===== config.mk =====
export PLATFORM = sky130hd
export DESIGN_NAME = serRegSlave
export DESIGN_NICKNAME = d
export VERILOG_FILES = /design/src/rtl/serRegPkg.sv /design/src/rtl/serRegSync.sv /design/src/rtl/serRegEdge.sv /design/src/rtl/serRegCtrl.sv /design/src/rtl/serRegData.sv /design/src/rtl/serRegSlave.sv
export SDC_FILE = /design/constraint.sdc
export NUM_CORES = 1
export LEC_CHECK = 0
export BUFFER_PORTS_ARGS = -buffer_cell sky130_fd_sc_hd__buf_4
export CAP_MARGIN = 10
export CORE_MARGIN = 4
export CORE_UTILIZATION = 35
export DETAILED_ROUTE_END_ITERATION = 6
export PLACE_DENSITY = 0.55
export SYNTH_ARGS = -nofsm -noshare
export SYNTH_HDL_FRONTEND = slang
export SYNTH_SLANG_ARGS = --single-unit

===== constraint.sdc =====
create_clock -name clk -period 2.85 [get_ports clk]
set_input_delay 0.1425 -clock clk [delete_from_list [all_inputs] [get_ports clk]]
set_output_delay 0.1425 -clock clk [all_outputs]
set_load 0.05 [all_outputs]

===== src/rtl/serRegPkg.sv =====
package serRegPkg;
  localparam int ADDR_W  = 6;
  localparam int DATA_W  = 8;
  localparam int FRAME_W = 16;

  localparam logic [ADDR_W-1:0] A_SYS   = 6'h00;
  localparam logic [ADDR_W-1:0] A_DISP  = 6'h01;
  localparam logic [ADDR_W-1:0] A_LEVEL = 6'h02;
  localparam logic [ADDR_W-1:0] A_GATE  = 6'h03;
  localparam logic [ADDR_W-1:0] A_CHG   = 6'h0D;
  localparam logic [ADDR_W-1:0] A_KEY1  = 6'h0E;
  localparam logic [ADDR_W-1:0] A_KEY2  = 6'h0F;
  localparam logic [ADDR_W-1:0] A_INV   = 6'h10;
  localparam logic [ADDR_W-1:0] A_PWM   = 6'h38;

  localparam logic [DATA_W-1:0] KEY1_VAL = 8'h5F;
  localparam logic [DATA_W-1:0] KEY2_VAL = 8'hA4;

  // strobes from the frame control to the datapath
  typedef struct packed {
    logic shiftIn;   // capture one line bit
    logic hdrLatch;  // address complete, hold it
    logic loadOut;   // start of read data phase
    logic shiftOut;  // next read data bit
    logic driveOff;  // release the line
    logic commit;    // complete write frame ended
  } strobe_t;

  function automatic logic isImpl(input logic [ADDR_W-1:0] a);
    case (a)
      A_SYS, A_DISP, A_LEVEL, A_GATE, A_CHG,
      A_KEY1, A_KEY2, A_INV, A_PWM: return 1'b1;
      default: return 1'b0;
    endcase
  endfunction

  function automatic logic isProt(input logic [ADDR_W-1:0] a);
    return (a == A_CHG) || (a == A_INV) || (a == A_PWM);
  endfunction

  function automatic logic [DATA_W-1:0] rstVal(input logic [ADDR_W-1:0] a);
    case (a)
      A_SYS:   return 8'h0D;
      A_INV:   return 8'h01;
      default: return '0;
    endcase
  endfunction
endpackage


===== src/rtl/serRegSync.sv =====
module serRegSync #(
  parameter int WIDTH = 3,
  parameter int STAGES = 2,
  parameter logic [WIDTH-1:0] RST_VAL = '0
) (
  input  logic             clk,
  input  logic             rstN,
  input  logic [WIDTH-1:0] din,
  output logic [WIDTH-1:0] lvl
);
  logic [WIDTH-1:0] chain [STAGES];

  always_ff @(posedge clk or negedge rstN) begin
    if (!rstN) begin
      for (int i = 0; i < STAGES; i++) chain[i] <= RST_VAL;
    end else begin
      chain[0] <= din;
      for (int i = 1; i < STAGES; i++) chain[i] <= chain[i-1];
    end
  end

  assign lvl = chain[STAGES-1];
endmodule


===== src/rtl/serRegEdge.sv =====
module serRegEdge #(
  parameter int WIDTH = 2,
  parameter logic [WIDTH-1:0] RST_VAL = '0
) (
  input  logic             clk,
  input  logic             rstN,
  input  logic [WIDTH-1:0] lvl,
  output logic [WIDTH-1:0] rise,
  output logic [WIDTH-1:0] fall
);
  logic [WIDTH-1:0] prevLvl;

  always_ff @(posedge clk or negedge rstN) begin
    if (!rstN) prevLvl <= RST_VAL;
    else       prevLvl <= lvl;
  end

  assign rise = lvl & ~prevLvl;
  assign fall = ~lvl & prevLvl;
endmodule


===== src/rtl/serRegCtrl.sv =====
module serRegCtrl
  import serRegPkg::*;
#(
  parameter int AW = ADDR_W,
  parameter int FW = FRAME_W
) (
  input  logic    clk,
  input  logic    rstN,
  input  logic    csLvl,
  input  logic    csRise,
  input  logic    csFall,
  input  logic    sclkRise,
  input  logic    sclkFall,
  input  logic    sdaLvl,
  output strobe_t stb,
  output logic    isRead
);
  localparam int CNT_W = $clog2(FW + 1);
  localparam logic [CNT_W-1:0] LAST     = CNT_W'(FW);
  localparam logic [CNT_W-1:0] DIR_POS  = CNT_W'(AW);
  localparam logic [CNT_W-1:0] LOAD_POS = CNT_W'(AW + 2);

  logic [CNT_W-1:0] bitCnt;
  logic             active;

  assign active = ~csLvl;

  always_ff @(posedge clk or negedge rstN) begin
    if (!rstN) begin
      bitCnt <= '0;
      isRead <= 1'b0;
    end else if (csLvl || csFall) begin
      bitCnt <= '0;
      isRead <= 1'b0;
    end else if (sclkRise && bitCnt != LAST) begin
      bitCnt <= bitCnt + 1'b1;
      if (bitCnt == DIR_POS) isRead <= sdaLvl;
    end
  end

  always_comb begin
    stb          = '0;
    stb.shiftIn  = active & sclkRise & (bitCnt != LAST);
    stb.hdrLatch = active & sclkRise & (bitCnt == DIR_POS);
    stb.loadOut  = active & sclkFall & isRead & (bitCnt == LOAD_POS);
    stb.shiftOut = active & sclkFall & isRead & (bitCnt > LOAD_POS) & (bitCnt < LAST);
    stb.driveOff = ~active | (sclkFall & (bitCnt == LAST));
    stb.commit   = csRise & (bitCnt == LAST) & ~isRead;
  end
endmodule


===== src/rtl/serRegData.sv =====
module serRegData
  import serRegPkg::*;
#(
  parameter int AW = ADDR_W,
  parameter int DW = DATA_W
) (
  input  logic          clk,
  input  logic          rstN,
  input  strobe_t       stb,
  input  logic          sdaLvl,
  output logic          sdaOut,
  output logic          sdaOe,
  output logic          unlocked,
  output logic [DW-1:0] sysCtrl,
  output logic [DW-1:0] dispCtrl,
  output logic [DW-1:0] levelCtrl,
  output logic [DW-1:0] gateCtrl,
  output logic [DW-1:0] chargeTime,
  output logic [DW-1:0] inversion,
  output logic [DW-1:0] pwmDiv
);
  localparam int NREG = 1 << AW;

  logic [DW-1:0] shReg;
  logic [DW-1:0] outSh;
  logic [AW-1:0] addrQ;
  logic [DW-1:0] regQ [NREG];

  always_ff @(posedge clk or negedge rstN) begin
    if (!rstN) begin
      shReg <= '0;
      addrQ <= '0;
    end else begin
      if (stb.hdrLatch) addrQ <= shReg[AW-1:0];
      if (stb.shiftIn)  shReg <= {shReg[DW-2:0], sdaLvl};
    end
  end

  always_ff @(posedge clk or negedge rstN) begin
    if (!rstN) begin
      outSh <= '0;
      sdaOe <= 1'b0;
    end else if (stb.driveOff) begin
      sdaOe <= 1'b0;
    end else if (stb.loadOut) begin
      outSh <= regQ[addrQ];
      sdaOe <= 1'b1;
    end else if (stb.shiftOut) begin
      outSh <= {outSh[DW-2:0], 1'b0};
    end
  end

  assign sdaOut   = outSh[DW-1];
  assign unlocked = (regQ[A_KEY1] == KEY1_VAL) && (regQ[A_KEY2] == KEY2_VAL);

  for (genvar g = 0; g < NREG; g++) begin : g_reg
    localparam logic [AW-1:0] SLOT = AW'(g);
    if (isImpl(SLOT)) begin : g_impl
      logic wrHit;
      assign wrHit = stb.commit && (addrQ == SLOT) && (!isProt(SLOT) || unlocked);
      always_ff @(posedge clk or negedge rstN) begin
        if (!rstN)      regQ[g] <= rstVal(SLOT);
        else if (wrHit) regQ[g] <= shReg;
      end
    end else begin : g_none
      always_ff @(posedge clk or negedge rstN) begin
        if (!rstN) regQ[g] <= '0;
        else       regQ[g] <= '0;
      end
    end
  end

  assign sysCtrl    = regQ[A_SYS];
  assign dispCtrl   = regQ[A_DISP];
  assign levelCtrl  = regQ[A_LEVEL];
  assign gateCtrl   = regQ[A_GATE];
  assign chargeTime = regQ[A_CHG];
  assign inversion  = regQ[A_INV];
  assign pwmDiv     = regQ[A_PWM];
endmodule


===== src/rtl/serRegSlave.sv =====
module serRegSlave
  import serRegPkg::*;
#(
  parameter int SYNC_STAGES = 2
) (
  input  logic              clk,
  input  logic              rstN,
  input  logic              csN,
  input  logic              sclk,
  input  logic              sdaIn,
  output logic              sdaOut,
  output logic              sdaOe,
  output logic [DATA_W-1:0] sysCtrl,
  output logic [DATA_W-1:0] dispCtrl,
  output logic [DATA_W-1:0] levelCtrl,
  output logic [DATA_W-1:0] gateCtrl,
  output logic [DATA_W-1:0] chargeTime,
  output logic [DATA_W-1:0] inversion,
  output logic [DATA_W-1:0] pwmDiv
);
  logic [2:0] syncLvl;
  logic [1:0] edgeRise, edgeFall;
  logic       csLvl, sclkLvl, sdaLvl;
  logic       csRise, csFall, sclkRise, sclkFall;
  logic       isRead, unlocked;
  strobe_t    stb;

  serRegSync #(.WIDTH(3), .STAGES(SYNC_STAGES), .RST_VAL(3'b101)) u_sync (
    .clk(clk), .rstN(rstN), .din({sdaIn, sclk, csN}), .lvl(syncLvl)
  );

  assign csLvl   = syncLvl[0];
  assign sclkLvl = syncLvl[1];
  assign sdaLvl  = syncLvl[2];

  serRegEdge #(.WIDTH(2), .RST_VAL(2'b01)) u_edge (
    .clk(clk), .rstN(rstN), .lvl({sclkLvl, csLvl}), .rise(edgeRise), .fall(edgeFall)
  );

  assign csRise   = edgeRise[0];
  assign csFall   = edgeFall[0];
  assign sclkRise = edgeRise[1];
  assign sclkFall = edgeFall[1];

  serRegCtrl #(.AW(ADDR_W), .FW(FRAME_W)) u_ctrl (
    .clk(clk), .rstN(rstN), .csLvl(csLvl), .csRise(csRise), .csFall(csFall),
    .sclkRise(sclkRise), .sclkFall(sclkFall), .sdaLvl(sdaLvl),
    .stb(stb), .isRead(isRead)
  );

  serRegData #(.AW(ADDR_W), .DW(DATA_W)) u_data (
    .clk(clk), .rstN(rstN), .stb(stb), .sdaLvl(sdaLvl),
    .sdaOut(sdaOut), .sdaOe(sdaOe), .unlocked(unlocked),
    .sysCtrl(sysCtrl), .dispCtrl(dispCtrl), .levelCtrl(levelCtrl), .gateCtrl(gateCtrl),
    .chargeTime(chargeTime), .inversion(inversion), .pwmDiv(pwmDiv)
  );
endmodule


==> metrics <==
min cycle time layout=2.316 ns; CTS root buf=clkbuf_16; Worst Path Arrival=2.56 ns; GRT Total Usage=0.1390; initial core utilization=0.3587; Mapped Cells=416; Die H=133.3 um; DIE AREA=17770 um2; I/O pin total=63; final clock period utilization by the worst path=0.8127; worst slew pin tran=0.6201 ns; post-synthesis area per instance=13.21 um2; vias after detailed routing=3159; flops & latches, synth=109; Multi-input gate area=2187 um2; Final Slew Violations=0; First-pass DRT Iterations=4; endpoints failing hold=0; CTS Buf Count=9; Post-synth EDFFs=0; Syn Nets=424; final cell count without fillers=631; DR WL/cell=18.55 um; critical path type=reg -> reg; status=finished clean; Finish-stage setup viols=0; RSZ-0062 raised after global routing=false; Worst-path clk slew=0.07 ns; Power Dens Cells=522.8 nW/um2; Max-Cap Viols=0; Crit. End Element=flop; # placed instances=611; Startpoint Class=flop; layout net count=423; Max Fclk=431.7 MHz; worst stage delay on the critical path=0.53 ns; TritonCTS Sinks=109; first-pass GRT wire length=19080 um; Fillers=1475; Initial DRC Count=178; maximum clock path buffer count=2; Hold Crit Class=in -> async; H-tree depth=3; largest net degree at the start of global routing=71; crit-path leading delay family=simple AND/OR/NAND/NOR gates; I/O Buffers=62; slowest CP cell=and3b_1; core area=15310 um2; DRC=0; Synth cell types=48; area of the mapped netlist=5494 um2; # rows=45; DR vias/cell=5.006; die width=133.3 um; slew margin rel.=0.5835; initial antenna violation count=0; CTS tree=done; Cell Chain, Critical Path=inv_1, ha_1, and4bb_4, and4_1, and3b_1, mux2_4; crit-path max FO=8; Peak VDD IR=0.3014 mV; share of cells above drive strength 1=0.4810; Buf/Inv on CP=1; sequential-to-total area share from yosys stat=0.4985; Area Overhead vs Synth=10.91%; Final HPWL DP=8336 um; total wire length=11710 um; final core utilization=0.3979; clk_lat worst skew=0.36 ns; GRT Residual Overflow=0; Detail Route Antenna Nets=0; Fin Setup TNS=0 ns; clock skew=0.009730 ns; Antenna Cells=0; Primary FF master, synth=dfrtp_1; FF+latch area=2739 um2; WP data required=3.10 ns; asr flop ratio synth=1.000; routability cong.=0.8055; setup bufs post-CTS=0; P_leak=2.978 nW; vias in the first global route=3280; synth warn=0
## power breakdown
part | switching [mW] | total, mW | internal, mW | leakage, nW
Combinational | 0.0525 | 0.112 | 0.0599 | 1.36
Clock | 0.583 | 1.30 | 0.717 | 0.148
Sequential | 0.175 | 1.77 | 1.60 | 1.47
Total | 0.810 | 3.19 | 2.38 | 2.98
## registers in the layout, indices dropped and copies added (netlist names)
signal             count
u_sync.chain           3
u_data.shReg           8
u_data.pwmDiv          8
u_data.sdaOe           1
u_edge.prevLvl         2
u_data.chargeTime      8
u_data.gateCtrl        8
u_ctrl.isRead          1
u_sync.lvl             3
u_data.inversion       8
u_data.dispCtrl        8
u_data.outSh           8
u_data.addrQ           6
u_data.sysCtrl         8
u_data.levelCtrl       8
u_ctrl.bitCnt          5
u_data.regQ           16
## synth_stat cells (2+ instances only)
library cell,count,area share
a21oi_1,2,0.0018
a221oi_1,15,0.024
a22o_1,7,0.011
a22oi_1,7,0.0096
and2_1,2,0.0023
and3_1,2,0.0023
and3b_1,3,0.0048
and4b_1,2,0.0036
and4bb_2,4,0.0091
buf_1,3,0.0020
buf_2,10,0.0091
buf_4,57,0.078
clkbuf_1,13,0.0089
dfrtp_1,100,0.46
dfstp_2,9,0.043
ha_1,3,0.0068
inv_1,5,0.0034
mux2_1,9,0.018
mux2_2,76,0.16
mux2_4,8,0.022
mux2i_1,2,0.0036
mux4_2,8,0.033
nand2_2,2,0.0023
nand3_1,3,0.0027
nand3b_1,3,0.0041
nand4_1,4,0.0046
nand4_2,2,0.0046
nand4b_1,2,0.0032
nor2_1,24,0.016
nor2b_1,6,0.0068
nor3_4,3,0.0089
nor3b_2,2,0.0046
xor2_1,3,0.0048
## repair_timing
item / 4_1_cts / 5_1_grt
hold buffers: 4 / 0
endpoints found under the hold margin: 33 / 0
resized for setup: 0 / 0
## layer usage
layer  global-route usage  part of all wire  routed length [um]  up-vias
li1                     -                 -                   -     1451
met1               0.1819              0.45                5252     1636
met2               0.2201              0.48                5667       54
met3              0.03965             0.046                 540       18
met4              0.05143             0.021                 244        0
met5                    0                 0                   0        -
## logic make-up (layout without fill, tap and decap cells)
family	count (synthesis)	in the layout	synth area share
AOI/OAI and AO/OA	36	36	0.05306
xor gates and xnor gates	4	4	0.006378
adders and majority gates	3	3	0.006833
buffers and inverters	89	93	0.1034
DFF	109	109	0.4985
muxes	103	103	0.2325
and+or+nand+nor	72	72	0.09930
## placed cells by master (no fill, tap or decap), types with 3 or more instances in the layout
master and count:
xor2_1 3, dlygate4sd3_1 4, dfstp_2 9, mux2_1 9, a221oi_1 15, ha_1 3, mux2_2 76, clkbuf_16 9
dfrtp_1 100, nand4_1 4, nand3_1 3, and4bb_2 4, nor2_1 24, nand3b_1 3, a22o_1 7, nor2b_1 6
nor3_4 3, mux4_2 8, a22oi_1 7, inv_1 5, and3b_1 3, mux2_4 8, buf_4 66
## through the flow
step,setup slack [ns],total power [mW],instance area (um2),hold slack [ns]
global placement,0.5687,1.921,5744,0.1642
finish,0.5337,3.185,6093,0.3097
floorplan,0.8809,1.804,5494,-0.1531
CTS,0.5113,3.247,6093,0.3161
detailed placement,0.5199,1.922,5744,0.1655
global route,0.4008,3.326,6093,0.3496
## path summary, 6_finish.rpt
check / from / endpoint / slack (ns) / cells past startpoint
max: u_ctrl.bitCnt[0] / u_data.levelCtrl[2] / 0.53 / 6
min: rstN / u_ctrl.isRead / 0.31 / 2
max reg2reg: u_ctrl.bitCnt[0] / u_data.levelCtrl[2] / 0.53 / 6
min reg2reg: u_sync.chain[4] / u_sync.lvl[1] / 0.35 / 0
max in group asynchronous: rstN / u_data.outSh[0] / 1.81 / 3
min in group clk: u_sync.chain[4] / u_sync.lvl[1] / 0.35 / 0
## area by class of cell
class	count	share of cell area
Clock buffer	11	0.03984
Timing Repair Buffer	72	0.09446
Inverter	5	0.003080
Tap cell	211	0.04333
Sequential cell	109	0.4495
Multi-Input combinational cell	218	0.3589
Clock inverter	5	0.01088
Power figures use the tool's default switching activity.
